==> src/rtl/i2c_gcs_pkg.sv <==
package i2c_gcs_pkg;

    typedef enum logic [2:0] {
        ST_IDLE,
        ST_RECV,
        ST_DECIDE,
        ST_ACK,
        ST_SEND,
        ST_MACK
    } gcs_state_e;

    typedef enum logic [1:0] {
        BK_ADDR,
        BK_DATA,
        BK_GCCMD
    } gcs_kind_e;

    localparam logic [7:0] GC_CMD_RESET = 8'h06;
    localparam logic [7:0] GC_CMD_FOUR  = 8'h04;

    localparam logic [1:0] GCID_NONE  = 2'd0;
    localparam logic [1:0] GCID_RESET = 2'd1;
    localparam logic [1:0] GCID_FOUR  = 2'd2;
    localparam logic [1:0] GCID_HW    = 2'd3;

    typedef struct packed {
        gcs_state_e st;
        gcs_kind_e  kind;
        gcs_state_e nxt;
        logic [7:0] sh;
        logic [3:0] cnt;
        logic       ack;
        logic       oe;
        logic       seen_rise;
        logic       hw;
        logic       more;
        logic       irq;
        logic [1:0] gcid;
    } gcs_core_s;

    localparam gcs_core_s CORE_RST = '{
        st: ST_IDLE, kind: BK_ADDR, nxt: ST_IDLE, sh: 8'h00, cnt: 4'd0,
        ack: 1'b0, oe: 1'b0, seen_rise: 1'b0, hw: 1'b0, more: 1'b0,
        irq: 1'b0, gcid: 2'd0
    };

endpackage

==> src/rtl/i2c_gcs_sync.sv <==
module i2c_gcs_sync #(
    parameter int STAGES = 2
) (
    input  logic clk,
    input  logic rst_n,
    input  logic scl_i,
    input  logic sda_i,
    output logic scl_o,
    output logic sda_o,
    output logic scl_rise_o,
    output logic scl_fall_o,
    output logic start_o,
    output logic stop_o
);
    localparam int PW = STAGES + 1;

    typedef struct packed {
        logic [PW-1:0] scl;
        logic [PW-1:0] sda;
    } pipe_s;

    pipe_s pipe_d, pipe_q;

    always_comb begin
        pipe_d     = pipe_q;
        pipe_d.scl = {pipe_q.scl[PW-2:0], scl_i};
        pipe_d.sda = {pipe_q.sda[PW-2:0], sda_i};
    end

    always_ff @(posedge clk or negedge rst_n) begin
        if (!rst_n) pipe_q <= '1;
        else        pipe_q <= pipe_d;
    end

    logic scl_prev, sda_prev;

    assign scl_o      = pipe_q.scl[STAGES-1];
    assign sda_o      = pipe_q.sda[STAGES-1];
    assign scl_prev   = pipe_q.scl[STAGES];
    assign sda_prev   = pipe_q.sda[STAGES];
    assign scl_rise_o = scl_o & ~scl_prev;
    assign scl_fall_o = ~scl_o & scl_prev;
    assign start_o    = scl_o & scl_prev & sda_prev & ~sda_o;
    assign stop_o     = scl_o & scl_prev & ~sda_prev & sda_o;

endmodule

==> src/rtl/i2c_gcs_fifo.sv <==
module i2c_gcs_fifo #(
    parameter int W     = 8,
    parameter int DEPTH = 4
) (
    input  logic         clk,
    input  logic         rst_n,
    input  logic         flush_i,
    input  logic         push_i,
    input  logic [W-1:0] wdata_i,
    input  logic         pop_i,
    output logic [W-1:0] rdata_o,
    output logic         full_o,
    output logic         empty_o
);
    localparam int AW = (DEPTH > 1) ? $clog2(DEPTH) : 1;
    localparam int CW = AW + 1;

    typedef struct packed {
        logic [AW-1:0] wp;
        logic [AW-1:0] rp;
        logic [CW-1:0] cnt;
    } ptr_s;

    ptr_s p_d, p_q;
    logic [W-1:0] mem_q [DEPTH];
    logic do_push, do_pop;

    assign full_o  = (p_q.cnt == CW'(DEPTH));
    assign empty_o = (p_q.cnt == '0);
    assign do_push = push_i & ~full_o;
    assign do_pop  = pop_i & ~empty_o;
    assign rdata_o = mem_q[p_q.rp];

    function automatic logic [AW-1:0] wrap_inc(input logic [AW-1:0] v);
        return (v == AW'(DEPTH - 1)) ? '0 : v + 1'b1;
    endfunction

    always_comb begin
        p_d = p_q;
        if (flush_i) begin
            p_d = '0;
        end else begin
            if (do_push) p_d.wp = wrap_inc(p_q.wp);
            if (do_pop)  p_d.rp = wrap_inc(p_q.rp);
            case ({do_push, do_pop})
                2'b10:   p_d.cnt = p_q.cnt + 1'b1;
                2'b01:   p_d.cnt = p_q.cnt - 1'b1;
                default: p_d.cnt = p_q.cnt;
            endcase
        end
    end

    always_ff @(posedge clk or negedge rst_n) begin
        if (!rst_n) p_q <= '0;
        else        p_q <= p_d;
    end

    always_ff @(posedge clk) begin
        if (do_push && !flush_i) mem_q[p_q.wp] <= wdata_i;
    end

endmodule

==> src/rtl/i2c_gcs_slave.sv <==
module i2c_gcs_slave
    import i2c_gcs_pkg::*;
#(
    parameter int RX_DEPTH    = 4,
    parameter int TX_DEPTH    = 4,
    parameter int SYNC_STAGES = 2
) (
    input  logic       clk,
    input  logic       rst_n,
    input  logic       scl_i,
    input  logic       sda_i,
    output logic       sda_oe_o,
    input  logic       slv_en_i,
    input  logic       gc_en_i,
    input  logic       hgc_en_i,
    input  logic       nack_req_i,
    input  logic [6:0] own_addr_i,
    input  logic [7:0] alt_id_i,
    input  logic       rx_pop_i,
    output logic [7:0] rx_data_o,
    output logic       rx_empty_o,
    output logic       rx_full_o,
    input  logic       tx_push_i,
    input  logic [7:0] tx_data_i,
    output logic       tx_empty_o,
    output logic       tx_full_o,
    output logic       early_tx_o,
    output logic       gc_irq_o,
    output logic [1:0] gc_id_o,
    input  logic       gc_clr_i
);
    localparam int BYTE_BITS = 8;

    logic scl_s, sda_s, scl_rise, scl_fall, bus_start, bus_stop;
    logic rx_push, tx_pop, fifo_flush;
    logic [7:0] tx_head;
    logic early_d;

    i2c_gcs_sync #(.STAGES(SYNC_STAGES)) u_sync (
        .clk        (clk),
        .rst_n      (rst_n),
        .scl_i      (scl_i),
        .sda_i      (sda_i),
        .scl_o      (scl_s),
        .sda_o      (sda_s),
        .scl_rise_o (scl_rise),
        .scl_fall_o (scl_fall),
        .start_o    (bus_start),
        .stop_o     (bus_stop)
    );

    gcs_core_s q, d;

    i2c_gcs_fifo #(.W(8), .DEPTH(RX_DEPTH)) u_rx_fifo (
        .clk     (clk),
        .rst_n   (rst_n),
        .flush_i (fifo_flush),
        .push_i  (rx_push),
        .wdata_i (q.sh),
        .pop_i   (rx_pop_i),
        .rdata_o (rx_data_o),
        .full_o  (rx_full_o),
        .empty_o (rx_empty_o)
    );

    i2c_gcs_fifo #(.W(8), .DEPTH(TX_DEPTH)) u_tx_fifo (
        .clk     (clk),
        .rst_n   (rst_n),
        .flush_i (fifo_flush),
        .push_i  (tx_push_i),
        .wdata_i (tx_data_i),
        .pop_i   (tx_pop),
        .rdata_o (tx_head),
        .full_o  (tx_full_o),
        .empty_o (tx_empty_o)
    );

    // Next-state computation for the whole engine.
    always_comb begin
        d          = q;
        rx_push    = 1'b0;
        tx_pop     = 1'b0;
        fifo_flush = 1'b0;
        early_d    = 1'b0;

        unique case (q.st)
            ST_IDLE: ;

            ST_RECV: begin
                if (scl_rise) begin
                    d.sh  = {q.sh[6:0], sda_s};
                    d.cnt = q.cnt + 1'b1;
                    if (q.cnt == 4'(BYTE_BITS - 1)) begin
                        d.st = ST_DECIDE;
                        // read address: tell the host to load data before the ack slot
                        if (q.kind == BK_ADDR && d.sh[7:1] == own_addr_i && d.sh[0])
                            early_d = 1'b1;
                    end
                end
            end

            ST_DECIDE: begin
                if (scl_fall) begin
                    d.cnt       = '0;
                    d.seen_rise = 1'b0;
                    d.ack       = 1'b0;
                    d.nxt       = ST_IDLE;
                    d.st        = ST_ACK;
                    unique case (q.kind)
                        BK_ADDR: begin
                            if (q.sh[7:1] == own_addr_i) begin
                                if (q.sh[0]) begin
                                    if (!tx_empty_o) begin
                                        d.ack  = 1'b1;
                                        tx_pop = 1'b1;
                                        d.sh   = tx_head;
                                        d.nxt  = ST_SEND;
                                    end else begin
                                        d.st = ST_IDLE;
                                    end
                                end else begin
                                    d.ack  = 1'b1;
                                    d.nxt  = ST_RECV;
                                    d.kind = BK_DATA;
                                end
                            end else if (gc_en_i && q.sh[7:1] == 7'd0) begin
                                d.ack  = 1'b1;
                                d.nxt  = ST_RECV;
                                d.kind = BK_GCCMD;
                                d.hw   = q.sh[0];
                            end else begin
                                d.st = ST_IDLE;
                            end
                        end
                        BK_DATA: begin
                            d.nxt = ST_RECV;
                            if (!nack_req_i && !rx_full_o) begin
                                d.ack   = 1'b1;
                                rx_push = 1'b1;
                            end
                        end
                        BK_GCCMD: begin
                            d.nxt = ST_IDLE;
                            if (q.hw) begin
                                if (hgc_en_i) begin
                                    d.ack = 1'b1;
                                    if (q.sh == alt_id_i) begin
                                        d.irq  = 1'b1;
                                        d.gcid = GCID_HW;
                                    end
                                end
                            end else if (q.sh == GC_CMD_RESET) begin
                                d.ack      = 1'b1;
                                d.irq      = 1'b1;
                                d.gcid     = GCID_RESET;
                                fifo_flush = 1'b1;
                            end else if (q.sh == GC_CMD_FOUR) begin
                                d.ack  = 1'b1;
                                d.irq  = 1'b1;
                                d.gcid = GCID_FOUR;
                            end
                        end
                        default: d.st = ST_IDLE;
                    endcase
                    d.oe = (d.st == ST_ACK) && d.ack;
                end
            end

            ST_ACK: begin
                if (scl_rise) d.seen_rise = 1'b1;
                if (scl_fall && q.seen_rise) begin
                    d.st  = q.nxt;
                    d.cnt = '0;
                    d.oe  = (q.nxt == ST_SEND) ? ~q.sh[7] : 1'b0;
                end
            end

            ST_SEND: begin
                if (scl_rise) d.cnt = q.cnt + 1'b1;
                if (scl_fall) begin
                    if (q.cnt == 4'(BYTE_BITS)) begin
                        d.oe        = 1'b0;
                        d.st        = ST_MACK;
                        d.seen_rise = 1'b0;
                        d.more      = ~tx_empty_o;
                        if (!tx_empty_o) begin
                            tx_pop = 1'b1;
                            d.sh   = tx_head;
                        end
                    end else begin
                        d.oe = ~q.sh[3'd7 - q.cnt[2:0]];
                    end
                end
            end

            ST_MACK: begin
                if (scl_rise) begin
                    d.seen_rise = 1'b1;
                    d.ack       = ~sda_s;
                end
                if (scl_fall && q.seen_rise) begin
                    if (q.ack && q.more) begin
                        d.st  = ST_SEND;
                        d.cnt = '0;
                        d.oe  = ~q.sh[7];
                    end else begin
                        d.st = ST_IDLE;
                        d.oe = 1'b0;
                    end
                end
            end

            default: d.st = ST_IDLE;
        endcase

        if (bus_start) begin
            d.st        = ST_RECV;
            d.kind      = BK_ADDR;
            d.cnt       = '0;
            d.oe        = 1'b0;
            d.seen_rise = 1'b0;
            early_d     = 1'b0;
        end else if (bus_stop) begin
            d.st = ST_IDLE;
            d.oe = 1'b0;
        end

        if (!slv_en_i) begin
            d.st    = ST_IDLE;
            d.oe    = 1'b0;
            d.cnt   = '0;
            early_d = 1'b0;
            rx_push = 1'b0;
            tx_pop  = 1'b0;
        end

        if (gc_clr_i) begin
            d.irq  = 1'b0;
            d.gcid = GCID_NONE;
        end
    end

    always_ff @(posedge clk or negedge rst_n) begin
        if (!rst_n) q <= CORE_RST;
        else        q <= d;
    end

    logic early_q;
    always_ff @(posedge clk or negedge rst_n) begin
        if (!rst_n) early_q <= 1'b0;
        else        early_q <= early_d;
    end

    assign sda_oe_o   = q.oe;
    assign early_tx_o = early_q;
    assign gc_irq_o   = q.irq;
    assign gc_id_o    = q.gcid;

endmodule

==> config.mk <==
export PLATFORM = sky130hd
export DESIGN_NAME = i2c_gcs_slave
export DESIGN_NICKNAME = d
export VERILOG_FILES = /design/src/rtl/i2c_gcs_pkg.sv /design/src/rtl/i2c_gcs_sync.sv /design/src/rtl/i2c_gcs_fifo.sv /design/src/rtl/i2c_gcs_slave.sv
export SDC_FILE = /design/constraint.sdc
export NUM_CORES = 1
export LEC_CHECK = 0
export ABC_AREA = 1
export BUFFER_PORTS_ARGS = -buffer_cell sky130_fd_sc_hd__buf_2
export CAP_MARGIN = 20
export CORE_MARGIN = 2
export CORE_UTILIZATION = 45
export DETAILED_ROUTE_END_ITERATION = 16
export GPL_TIMING_DRIVEN = 0
export PLACE_DENSITY_LB_ADDON = 0.08
export SLEW_MARGIN = 30
export SYNTH_ARGS = -nofsm -noshare
export SYNTH_HDL_FRONTEND = slang
export SYNTH_HIERARCHICAL = 1
export SYNTH_SLANG_ARGS = --single-unit
==> constraint.sdc <==
create_clock -name clk -period 2.7 [get_ports clk]
set_clock_uncertainty 0.2 [all_clocks]
set_input_delay 0.405 -clock clk [delete_from_list [all_inputs] [get_ports clk]]
set_output_delay 0.405 -clock clk [all_outputs]
set_load 0.01 [all_outputs]
## Word level (Yosys, flattened, before mapping)

Memory sizes are Yosys's and may differ from the RTL's.
Cells that the tools add are included.

- Flip-flop bits (word level): 49
- Memory bits (writable): 64
- Bits of input ports: 34
- Memories: 2

- Add/subtract/negate cells: 10
- Magnitude comparators: 1
- Equality and inequality tests: 58
- Multiplexer cells: 127
- Bitwise gates (word level): 22
- Reductions and logical operators: 47

Memory list:

| name | words | bits a word | read ports | clocked after Yosys merged registers in | wr ports | RTL line | source |
|---|---|---|---|---|---|---|---|
| u_rx_fifo.mem_q | 4 | 8 | 1 | 0 | 1 | i2c_gcs_fifo.sv:25 | `logic [W-1:0] mem_q [DEPTH];` |
| u_tx_fifo.mem_q | 4 | 8 | 1 | 0 | 1 | i2c_gcs_fifo.sv:25 |  |

Operators with widths:

| cell | count |
|---|---|
| 3-bit two-way mux | 23 |
| 11-bit two-way mux | 6 |
| 8-bit two-way mux | 7 |
| 1-bit two-way mux | 53 |
| 5-bit inequality test (second input constant) | 7 |
| 2-bit two-way mux | 14 |
| 4-bit inequality test (second input constant) | 7 |
| 24-bit two-way mux | 1 |
| 4-bit two-way mux | 6 |
| 3-bit case mux with 2 select lines | 4 |
| 8-bit case mux with 3 select lines | 1 |
| 2-bit nonzero test | 11 |
| 2-bit inequality test (second input constant) | 10 |
| 4-bit case mux with 5 select lines | 1 |
| 3-bit case mux with 6 select lines | 1 |
| 8-bit by 3-bit equality test with 1-bit output (second input constant) | 2 |
| 8-bit AND reduction | 2 |
| 3-bit equality test (second input constant) | 5 |
| 3-bit inequality test (second input constant) | 5 |
| 5-bit AND reduction | 3 |
| 2-bit equality test (second input constant) | 7 |
| 7-bit equality test | 2 |
| 7-bit two-way mux | 2 |
| 7-bit by 1-bit inequality test with 1-bit output (second input constant) | 2 |
| other kinds (36) | 83 |

## Logic depth before layout (Yosys ltp)

Gate-level depths: netlist of the first run.

- Depth in word-level cells: 19
- Gate-level depth with buffers: 20
- Mapped depth without buffers: 19

## Cells and area by module

The synthesis of the first run kept the hierarchy.

By module, submodules not included:

| module | times used | cells each | area each (um^2) | sequential area each (um^2) |
|---|---|---|---|---|
| i2c_gcs_slave | 1 | 354 | 2,302.2 | 700.7 |
| i2c_gcs_fifo (u_rx_fifo) | 1 | 146 | 1,711.6 | 1,136.1 |
| i2c_gcs_fifo (u_tx_fifo) | 1 | 145 | 1,700.4 | 1,136.1 |
| i2c_gcs_sync | 1 | 17 | 198.9 | 157.7 |

## Worst setup path after synthesis of the first run

No wires, ideal clock.

- Kind: register to register
- Start point: register u_sync/pipe_q[5] in the netlist's numbering
- End point: memory u_tx_fifo.mem_q[0][0] (enable)
- Arrival time: 2.235 ns
- Required time: 2.226 ns
- Setup slack: -0.010 ns
- Cell stages (with the launch flop): 10
- Period minus slack after synthesis: 2.710 ns
- Cell sequence: dfstp_2 inv_1 nor2_1 inv_1 nor2_4 inv_1 nor3_1 clkinv_1 nand2_1 nor2_1

- Word-level cells in the longest chain between the ends: 7

Ends and longest elaborated chain:

| element | RTL line | source |
|---|---|---|
| start: declaration | i2c_gcs_sync.sv:22 | `pipe_s pipe_d, pipe_q;` |
| start signal: assignment | i2c_gcs_sync.sv:32 | `else pipe_q <= pipe_d;` |
| 1-bit bitwise AND | i2c_gcs_sync.sv:42 | `assign scl_fall_o = ~scl_o & scl_prev;` |
| via scl_fall | i2c_gcs_slave.sv:34 | `logic scl_s, sda_s, scl_rise, scl_fall, bus_start, bus_stop;` |
| 1-bit two-way mux | i2c_gcs_slave.sv:103 | `if (scl_fall) begin` |
| 1-bit two-way mux | i2c_gcs_slave.sv:86 | `unique case (q.st)` |
| via fifo_flush | i2c_gcs_slave.sv:35 | `logic rx_push, tx_pop, fifo_flush;` |
| 1-bit zero test | i2c_gcs_fifo.sv:59 | `if (do_push && !flush_i) mem_q[p_q.wp] <= wdata_i;` |
| 1-bit logical AND | i2c_gcs_fifo.sv:59 |  |
| 1-bit two-way mux | i2c_gcs_fifo.sv:59 |  |
| 1-bit two-way mux (implied by the code) | i2c_gcs_fifo.sv:59 |  |
| end: declaration | i2c_gcs_fifo.sv:25 |  |

The timed path passes the listed nets, and every way through them passes these cells.

## Worst setup path after layout of the first run

- Start point: register q[17] in the netlist's numbering
- End point: register q, in the netlist sda_oe_o

- Word-level cells in the longest chain between the ends: 14

Ends and longest elaborated chain:

| element | RTL line | source |
|---|---|---|
| start: declaration | i2c_gcs_slave.sv:52 | `gcs_core_s q, d;` |
| start signal: assignment | i2c_gcs_slave.sv:244 | `if (!rst_n) q <= CORE_RST;` |
| start signal: assignment | i2c_gcs_slave.sv:245 | `else q <= d;` |
| 7-bit zero test | i2c_gcs_slave.sv:126 | `end else if (gc_en_i && q.sh[7:1] == 7'd0) begin` |
| 1-bit logical AND | i2c_gcs_slave.sv:126 |  |
| 2-bit two-way mux | i2c_gcs_slave.sv:126 |  |
| 8-bit two-way mux | i2c_gcs_slave.sv:111 | `if (q.sh[7:1] == own_addr_i) begin` |
| 3-bit case mux with 2 select lines | i2c_gcs_slave.sv:109 | `unique case (q.kind)` |
| 3-bit two-way mux | i2c_gcs_slave.sv:103 |  |
| 3-bit two-way mux | i2c_gcs_slave.sv:86 |  |
| 3-bit by 2-bit equality test with 1-bit output | i2c_gcs_slave.sv:165 | `d.oe = (d.st == ST_ACK) && d.ack;` |
| 1-bit logical AND | i2c_gcs_slave.sv:165 |  |
| 24-bit two-way mux | i2c_gcs_slave.sv:103 |  |
| 2-bit case mux with 4 select lines * | i2c_gcs_slave.sv:86 |  |
| 1-bit two-way mux * | i2c_gcs_slave.sv:223 | `end else if (bus_stop) begin` |
| 1-bit two-way mux * | i2c_gcs_slave.sv:216 | `if (bus_start) begin` |
| 1-bit two-way mux * | i2c_gcs_slave.sv:228 | `if (!slv_en_i) begin` |

Every way passes the cells marked *; elsewhere a longest branch is shown, timed or not. The select of a mux whose other input is x is not followed.
A chain may end at the register's enable or synchronous reset.

==> impl_metrics.tcl, run 1 <==
set metrics [dict create \
    outcome "finished, violations left" \
    violations "negative setup slack" \
    whs_path_depth 2 \
    syn2layout_area_growth_pct 23.47 \
    wl_met3_um 584 \
    path_max_fanout 5 \
    cts_tree "done" \
    dp_cells 884 \
    critPathRequiredTime_ps 2740 \
    cp-start-kind "flop" \
    end_kind "flop" \
    timing.rr.start "q[17]$_DFFE_PN0P_" \
    synth.net_count 714 \
    final_nets 824 \
    root_buffer "clkbuf_16" \
    antenna_found_initial 0 \
    grt_pass1_wl_mm 23.40 \
    clock-sinks 112 \
    worstReg2RegEnd "sda_oe_o$_DFFE_PN0P_" \
    path_class "reg2reg" \
    pin_count 51 \
    hpwl_mm 9.903 \
    top_layer "met4" \
    yosysUniqueCellTypes 41 \
    fin_hold_ws_ps 18.74 \
    worst_r2r_path_depth 20 \
    drive_above_1_share 0.2960 \
    p_leak_nw 3.283 \
    dieWidth_um 118.6 \
    rows 41 \
    regArea_um2 3139 \
    fmax_mhz 367.3 \
    grt_pass1_vias 4694 \
    postRouteAntennaNets 0 \
    grt_remaining_overflow 0 \
    fin_total_pwr_mw 4.944 \
    drc_errors 0 \
    ys_ff_latch 112 \
    core_area_um2 12720 \
    hp-class "in2reg" \
    netlist_area_um2 5913 \
    viasPerCell 5.197 \
    cts_made_buffers 9 \
    ys_seq_area_frac 0.5294 \
    period_minus_slack_ps 2723 \
    firstDrtPassIters 5 \
    setup_viol 1 \
    drt_iter0_drc 465 \
    num_antenna_cells 0 \
    wl_mm 14.74 \
    clock_path_buffers 2 \
    min_to "gc_irq_o$_DFFE_PN0P_" \
    io_buffers 50 \
    wl_per_cell_um 15.54 \
    synth_edf_count 64 \
    maxCapViolations 0 \
    grt_max_degree 49 \
    final_max_slew_viol_count 0 \
    period_share 1.008 \
    insertion_delay_ps 360 \
    num_vias 4932 \
    hold_start "gc_clr_i" \
    ys.flop_type "edfxtp_1" \
    worst_slew_pin_slew_ps 670.8 \
    htreeDepth 3 \
    r2r_slack_ps -20 \
    dieArea_um2 14070 \
    fin_cells 949 \
    ys_async_sr_fraction 0.4286 \
    route.layer.met1.wl_mm 6.349 \
    pre_cts_ws_ps -911.1 \
    synth_warnings 6 \
    relSlewSlack 0.5528 \
    grt_util_all_layers 0.2136 \
    avgSynthCellArea_um2 8.932 \
    syn_inst 662 \
    fillers 1170 \
    arrival_ps 2770 \
    power_density_nw_per_um2 677.2 \
    setup_ws_ps -22.71 \
    hold_viol_final 0 \
    rsz0062_at_grt "yes" \
    multi_input_area_um2 2544 \
    path_clk_slew_ps 70 \
    fp.dieH_um 118.6 \
    routed-wl-met2_mm 7.480 \
    start_util 0.4648 \
    gp_congestion 1.028 \
    ir_drop_uv 406.1 \
]
## cell families after synthesis
| kind of cell | synth area share |
|---|---|
| adder cells (fa/ha/maj) | 0.04063 |
| buffers and inverters | 0.07702 |
| AND/OR/NAND/NOR | 0.2129 |
| AO/OA/AOI/OAI | 0.1238 |
| XOR/XNOR | 0.01629 |
| flip-flops | 0.5294 |
## timing repair
action	4_1_cts	5_1_grt
hold buffers	3	0
gates resized for setup	47	38
endpoints found under the setup margin	78	76
pin swaps	13	22
setup buffers	32	16
gates cloned	0	0
endpoints found under the hold margin	44	0
## cell usage in the layout (no fill, tap or decap), drive strengths merged, types with 3 or more instances in the layout
cell,Yosys,final
inv,98,100
or2,4,4
dfrtp,42,42
clkbuf,2,10
xnor2,5,5
nor2,83,83
o22ai,25,25
clkinv,1,3
dlygate4sd3,0,3
nand3,34,34
xor2,6,6
nand4,7,7
buf,11,109
nand2,140,140
a21oi,16,16
nor4,3,3
dfstp,6,6
o21ai,75,75
nor3,9,9
o211ai,3,3
ha,16,16
edfxtp,64,64
## area by class of cell
type                            count  area share
Tap cell                          172     0.02948
Sequential cell                   112      0.4300
Multi-Input combinational cell    438      0.3484
Buffer                             11     0.01148
Clock buffer                       10     0.03136
Clock inverter                      6    0.005827
Timing Repair Buffer              101     0.08912
Inverter                           99     0.05433
## registers in the layout (all words and copies together), names as in the netlist
| signal | cells |
|---|---|
| u_rx_fifo/mem_q | 32 |
| u_tx_fifo/mem_q | 32 |
| q | 23 |
| u_rx_fifo/p_q | 7 |
| u_tx_fifo/p_q | 7 |
| gc_id_o | 2 |
| u_sync/pipe_d | 2 |
| u_sync/pipe_q | 2 |
| early_tx_o | 1 |
| gc_irq_o | 1 |
| sda_oe_o | 1 |
| u_sync/scl_o | 1 |
| u_sync/sda_o | 1 |
## cell usage after synthesis (2+ instances only)
| library cell | n | area (um^2) |
|---|---|---|
| nor2_2 | 3 | 18.77 |
| o31ai_1 | 2 | 15.01 |
| nand2_2 | 9 | 56.30 |
| or2_2 | 4 | 25.02 |
| xor2_1 | 6 | 52.55 |
| o21ai_1 | 4 | 20.02 |
| buf_2 | 4 | 20.02 |
| fa_1 | 2 | 40.04 |
| nand4_1 | 7 | 43.79 |
| o21ai_0 | 67 | 335.3 |
| clkbuf_1 | 2 | 7.510 |
| o21ai_2 | 4 | 35.03 |
| nor2_4 | 3 | 33.78 |
| nand3_2 | 2 | 20.02 |
| o211ai_1 | 3 | 22.52 |
| a21oi_1 | 15 | 75.07 |
| o21bai_1 | 2 | 15.01 |
| nand2_4 | 5 | 56.30 |
| dfrtp_1 | 42 | 1051 |
| dfstp_2 | 6 | 157.7 |
| nand3_1 | 32 | 160.2 |
| nand2_1 | 126 | 473.0 |
| inv_1 | 90 | 337.8 |
| buf_4 | 6 | 45.04 |
| o22ai_1 | 25 | 156.4 |
| nor3_1 | 8 | 40.04 |
| xnor2_1 | 5 | 43.79 |
| edfxtp_1 | 64 | 1922 |
| ha_1 | 16 | 200.2 |
| inv_2 | 8 | 30.03 |
| nor4_1 | 3 | 18.77 |
| nor2_1 | 77 | 289.0 |
| o221ai_1 | 2 | 17.52 |
## routing by layer
metal / vias to the layer above / track usage
met5: - / 0
met2: 125 / 0.3728
met3: 25 / 0.03427
met4: 0 / 0.07887
met1: 2352 / 0.2661
li1: 2430 / -
## where the power goes
group | internal (mW) | switching (mW)
clock | 0.633 | 0.637
sequential | 2.08 | 0.166
combinational | 0.597 | 0.834
## how the worst max path moves through the flow
stage / startpoint / end / slack, ps / depth (start not counted)
floorplan: u_sync/pipe_q[5]$_DFF_PN1_ / u_rx_fifo/p_q[2]$_DFFE_PN0P_ / 40 / 15
global placement: q[16]$_DFFE_PN0P_ / u_tx_fifo/mem_q[0][5]$_DFFE_PP_ / -830 / 8
detailed placement: q[16]$_DFFE_PN0P_ / u_tx_fifo/mem_q[0][5]$_DFFE_PP_ / -910 / 8
CTS: q[13]$_DFFE_PN0P_ / u_tx_fifo/p_q[2]$_DFFE_PN0P_ / 2 / 18
global route: q[15]$_DFFE_PN0P_ / u_tx_fifo/p_q[2]$_DFFE_PN0P_ / -190 / 19
finish: q[17]$_DFFE_PN0P_ / sda_oe_o$_DFFE_PN0P_ / -20 / 20
## through the flow
| step | TNS [ps] | util | instance area, um^2 |
|---|---|---|---|
| after floorplan | 0 | - | 5918 |
| after global placement | -51270 | 0.5018 | 6384 |
| after detailed placement | -56800 | 0.5020 | 6386 |
| after CTS | 0 | 0.5545 | 7054 |
| after global routing | -790.7 | 0.5739 | 7301 |
| final | -22.71 | 0.5739 | 7301 |
## critical path: stages (launching register included)
cell and delay (ps):
dfrtp_1 390, buf_6 140, nand2_2 70, nand2_2 50, buf_4 120, buf_4 120, buf_4 120, buf_4 130
buf_4 130, buf_4 120, buf_4 120, inv_1 40, nand2_1 60, nor2_1 120, nand3_1 90, nand3_1 160
nand3_2 130, nand3_1 120, nand2_1 60, nand2_1 70, nand2_1 50
No activity file was read; power rests on OpenSTA's default activity.
==> inputs of run 2 (changes only) <==
--- a/config.mk
+++ b/config.mk
@@ -9,7 +9,7 @@
 export BUFFER_PORTS_ARGS = -buffer_cell sky130_fd_sc_hd__buf_2
 export CAP_MARGIN = 20
 export CORE_MARGIN = 2
-export CORE_UTILIZATION = 45
+export CORE_UTILIZATION = 34
 export DETAILED_ROUTE_END_ITERATION = 16
 export GPL_TIMING_DRIVEN = 0
 export PLACE_DENSITY_LB_ADDON = 0.08
==> run 2 against run 1 <==
  * The flow now finishes without violations
  * Hold slack better by 1.4 ps
  * Largest cell class unchanged
  * Wire length up 5.4%
  * Register-to-register slack better by 70 ps
  * Clock power up 5%
  * Combinational power about the same
  * Maximum frequency up 2.7%
  * Setup slack better by 71 ps
  * Critical path depth down 5
  * Cell area up 1.3%
  * Sequential share of layout area down 0.55 points
  * Die area up 31%
  * First-iteration DRC count down 41%
==> impl_metrics.tcl, run 2 (same netlist as run 1, synthesis figures left out) <==
set metrics [dict create \
    outcome "finished, final reports clean" \
    final_max_slew_viol_count 0 \
    path_clk_slew_ps 80 \
    hp-class "in2reg" \
    worst_r2r_path_depth 15 \
    hold_start "gc_clr_i" \
    top_regs "u_rx_fifo/mem_q: 32 flops, u_tx_fifo/mem_q: 32 flops, q: 23 flops" \
    worst_slew_pin_slew_ps 690.1 \
    rsz0062_at_grt "yes" \
    pre_cts_ws_ps -970.2 \
    hpwl_mm 10.76 \
    rows 48 \
    insertion_delay_ps 360 \
    grt_pass1_wl_mm 24.27 \
    io_buffers 50 \
    cp_num_buf_inv 5 \
    critPathSlowestCell "dfstp_2" \
    setup_ws_ps 47.94 \
    grtUsageMet2 0.2977 \
    use_met1 0.2202 \
    dieArea_um2 18460 \
    arrival_ps 2700 \
    critPathRequiredTime_ps 2750 \
    power_density_nw_per_um2 675.0 \
    dieWidth_um 135.9 \
    fp.dieH_um 135.9 \
    fin_cells 1006 \
    syn2layout_area_growth_pct 25.07 \
    antenna_found_initial 0 \
    path_max_fanout 3 \
    cts_made_buffers 9 \
    fin_hold_ws_ps 20.12 \
    top_usage_layer "met2" \
    fmax_mhz 377.1 \
    drc_errors 0 \
    cts_tree "done" \
    ir_drop_uv 426.5 \
    end_kind "flop" \
    r2r_slack_ps 50 \
    fin_total_pwr_mw 4.992 \
    pin_count 51 \
    grt_util_met3 0.02312 \
    min_to "gc_irq_o$_DFFE_PN0P_" \
    grt_remaining_overflow 0 \
    relSlewSlack 0.5399 \
    whs_path_depth 2 \
    layout.cells.most_common "nand2_1" \
    num_vias 4883 \
    root_buffer "clkbuf_16" \
    grt_max_degree 49 \
    post-route-util 0.4306 \
    wl_mm 15.54 \
    critPathMaxStageDelay_ps 550 \
    layout_common_cells "nand2_1, inv_1, o21ai_0" \
    firstDrtPassIters 4 \
    cp_cell_sequence "inv_2, nor2_4, inv_4, nor2_4, clkinvlp_4, nor3_4, nand2_2, nand2_2, inv_2, fa_2, xnor2_2, inv_1, nand2_1, nand3_1, nand2_1" \
    num_antenna_cells 0 \
    crit_family "simple AND/OR/NAND/NOR gates" \
    period_share 0.9822 \
    postRouteAntennaNets 0 \
    clock_path_buffers 2 \
    drt_iter0_drc 275 \
    setup_viol 0 \
    gp_congestion 0.9152 \
    maxCapViolations 0 \
    htreeDepth 3 \
    period_minus_slack_ps 2652 \
    grt_pass1_vias 4678 \
    drive_above_1_share 0.2996 \
    worstReg2RegEnd "u_rx_fifo/p_q[2]$_DFFE_PN0P_" \
    core_area_um2 17180 \
    p_leak_nw 3.297 \
    start_util 0.3443 \
    wl_per_cell_um 15.45 \
    path_class "reg2reg" \
    cp-start-kind "flop" \
    grt_util_all_layers 0.1721 \
    final_nets 828 \
    timing.rr.start "u_sync/pipe_q[5]$_DFF_PN1_" \
    hold_viol_final 0 \
    viasPerCell 4.854 \
    dp_cells 937 \
    clock-sinks 112 \
]
[run 2: power breakdown]
| part | total, mW | internal, mW | switching (mW) |
|---|---|---|---|
| clock network | 1.33 | 0.656 | 0.675 |
| registers | 2.23 | 2.08 | 0.157 |
| logic | 1.43 | 0.611 | 0.815 |
[run 2: final cells by class]
cell class,count,area (um^2)
fill,1750,9781
sequential,112,3139
multi-input combinational,438,2530
timing repair buffer,105,673.1
inverter,99,391.6
tap,225,281.5
clock buffer,9,225.2
buffer,11,83.83
clock inverter,7,71.32
[run 2: worst max path at each step]
stage | from | end | cells past startpoint
after floorplan | u_sync/pipe_q[5]$_DFF_PN1_ | u_rx_fifo/p_q[2]$_DFFE_PN0P_ | 15
after global placement | q[14]$_DFFE_PN0P_ | u_tx_fifo/mem_q[0][5]$_DFFE_PP_ | 7
after detailed placement | q[14]$_DFFE_PN0P_ | u_tx_fifo/mem_q[3][6]$_DFFE_PP_ | 7
after CTS | q[17]$_DFFE_PN0P_ | u_tx_fifo/p_q[2]$_DFFE_PN0P_ | 20
after global routing | q[17]$_DFFE_PN0P_ | u_tx_fifo/p_q[2]$_DFFE_PN0P_ | 20
final | u_sync/pipe_q[5]$_DFF_PN1_ | u_rx_fifo/p_q[2]$_DFFE_PN0P_ | 15
[run 2: metal layers]
metal	vias up	wire length, um	share of wire
met3	19	681	0.044
met1	2336	6955	0.45
li1	2436	-	-
met5	-	0	0
met4	0	304	0.020
met2	92	7600	0.49
[run 2: timing repair]
action | 4_1_cts | 5_1_grt
pin swaps | 12 | 29
endpoints found under the hold margin | 44 | 0
setup buffers | 21 | 31
resized for setup | 50 | 29
hold buffers | 3 | 0
endpoints found under the setup margin | 78 | 71
[run 2: through the flow]
step                setup TNS, ps  cell area (um^2)
floorplan                       0              5918
global placement           -60650              6450
detailed placement         -62810              6452
CTS                        -7.874              7086
global route               -848.6              7396
finish                          0              7396
==> inputs of run 3 (changes only) <==
==> constraint.sdc (replaced) <==
create_clock -name clk -period 2.5 [get_ports clk]
set_clock_uncertainty 0.2 [all_clocks]
set_input_delay 0.375 -clock clk [delete_from_list [all_inputs] [get_ports clk]]
set_output_delay 0.375 -clock clk [all_outputs]
set_load 0.01 [all_outputs]
==> run 3 against run 2 <==
  * Non-clock buffer count fell by 4
  * Critical path depth rose by 4
  * Total power rose by 6.0%
  * Sequential power rose by 9%
  * Final cell count fell by 0.40%
  * The run now ends with negative setup slack left
  * Sequential share of layout area fell by 0.074 points
  * Combinational power rose by 3%
  * Register-to-register slack got worse by 230 ps
  * Core utilization rose by 0.11 points
  * Wire length fell by 0.12%
==> impl_metrics.tcl, run 3 (same netlist as run 1, synthesis figures left out) <==
set metrics [dict create \
    outcome "finished, violations left" \
    violations "negative setup slack" \
    clock_path_buffers 2 \
    drive_above_1_share 0.2934 \
    path_clk_slew_ps 80 \
    maxCapViolations 0 \
    grt_pass1_vias 4808 \
    hold_start "tx_data_i[3]" \
    end_kind "flop" \
    hpwl_mm 10.97 \
    tns_ps -1307 \
    setup_viol 38 \
    worst_slew_pin_slew_ps 706.5 \
    post-route-util 0.4317 \
    viasPerCell 4.822 \
    critPathSlowestCell "dfrtp_2" \
    layout_common_cells "nand2_1, inv_1, o21ai_0, edfxtp_1, nor2_1" \
    cts_made_buffers 9 \
    arrival_ps 2730 \
    pin_count 51 \
    grtUsageMet2 0.3061 \
    htreeDepth 3 \
    timing.rr.start "q[19]$_DFFE_PN0P_" \
    dp_cells 937 \
    cp_num_buf_inv 4 \
    clock-sinks 112 \
    relSlewSlack 0.5290 \
    cp-start-kind "flop" \
    fin_cells 1002 \
    period_minus_slack_ps 2684 \
    p_leak_nw 3.287 \
    fillers 1712 \
    pre_cts_ws_ps -1213 \
    top_regs "u_rx_fifo/mem_q: 32 flops, u_tx_fifo/mem_q: 32 flops, q: 23 flops" \
    dieWidth_um 135.9 \
    core_area_um2 17180 \
    grt_remaining_overflow 0 \
    hp-class "in2reg" \
    rsz0062_at_grt "yes" \
    drt_iter0_drc 294 \
    antenna_found_initial 0 \
    hold_viol_final 0 \
    path_max_fanout 4 \
    fmax_mhz 372.6 \
    grt_util_met3 0.02573 \
    use_met1 0.2270 \
    grt_util_all_layers 0.1782 \
    num_antenna_cells 0 \
    grt_pass1_wl_mm 24.97 \
    insertion_delay_ps 360 \
    io_buffers 50 \
    num_vias 4832 \
    drc_errors 0 \
    gp_congestion 0.8907 \
    grt_max_degree 49 \
    root_buffer "clkbuf_16" \
    setup_ws_ps -183.9 \
    layout.cells.most_common "nand2_1" \
    firstDrtPassIters 4 \
    crit_family "simple AND/OR/NAND/NOR gates" \
    fp.dieH_um 135.9 \
    wl_mm 15.52 \
    path_class "reg2reg" \
    syn2layout_area_growth_pct 25.39 \
    critPathRequiredTime_ps 2550 \
    rows 48 \
    period_share 1.074 \
    wl_per_cell_um 15.49 \
    start_util 0.3443 \
    top_usage_layer "met2" \
    postRouteAntennaNets 0 \
    fin_total_pwr_mw 5.293 \
    final_nets 824 \
    ir_drop_uv 369.7 \
    cts_tree "done" \
    crit_start "q[19]$_DFFE_PN0P_" \
    dieArea_um2 18460 \
    final_max_slew_viol_count 0 \
    power_density_nw_per_um2 713.9 \
    cp_cell_sequence "buf_6, nand2_2, nand2_2, nor2_2, nand2_2, nor2_4, nand3_4, a211oi_4, inv_2, a21oi_4, nand2_4, inv_2, fa_2, xnor2_2, inv_1, nand2_1, nand2_1, nand3_2, nand2_1" \
    critPathMaxStageDelay_ps 430 \
]
==> run 3: changes by cell type in the layout (fill, tap and decap cells not counted), sizes merged <==
cell         change
clkinv           +1
clkinvlp         -1
buf              -6
clkbuf           +1
dlygate4sd3      +1
==> run 3: repair_timing <==
item / 4_1_cts / 5_1_grt
setup buffers: 34 / 12
hold buffers: 4 / 0
pin swaps: 21 / 19
endpoints found under the hold margin: 45 / 0
resized for setup: 59 / 26
setup endpoints to repair: 78 / 79
==> run 3: stage by stage <==
step	area (um^2)	hold WS [ps]
2_1_floorplan	5953	-120.6
3_3_place_gp	6485	145.9
3_5_place_dp	6487	147.5
4_1_cts	7248	12.94
5_1_grt	7415	24.25
6_report	7415	27.66
==> run 3: path summary, 6_finish.rpt <==
check	end	slack, ps	cells after the start
setup reg to reg	u_tx_fifo/p_q[2]$_DFFE_PN0P_	-180	19
hold reg to reg	u_sync/sda_o$_DFF_PN1_	160	0
max in group asynchronous	q[12]$_DFFE_PN0P_	1180	2
setup / recovery	u_tx_fifo/p_q[2]$_DFFE_PN0P_	-180	19
hold / removal	u_tx_fifo/mem_q[0][3]$_DFFE_PP_	30	1
min in group asynchronous	q[17]$_DFFE_PN0P_	410	2
==> run 3: per-layer routing <==
layer	part of all wire	vias up
met4	0.019	0
met2	0.50	76
li1	-	2418
met3	0.031	23
met5	0	-
met1	0.45	2315
==> run 3: cell type report <==
class                      count  area, um^2  share of cell area
sequential                   112        3142              0.4237
clock inverter                 7       60.06            0.008100
inverter                      99       395.4             0.05332
clock buffer                   9       225.2             0.03037
timing repair buffer         100       653.1             0.08809
multi-input combinational    438        2560              0.3453
tap                          225       281.5             0.03797
buffer                        12       97.59             0.01316
==> run 3: report_power, final <==
part           total, mW  internal (mW)  switching [mW]  leakage, nW
Clock               1.40          0.695           0.709        0.141
Sequential          2.42           2.24           0.178         1.18
Combinational       1.47          0.593           0.875         1.97
Total               5.29           3.53            1.76         3.29
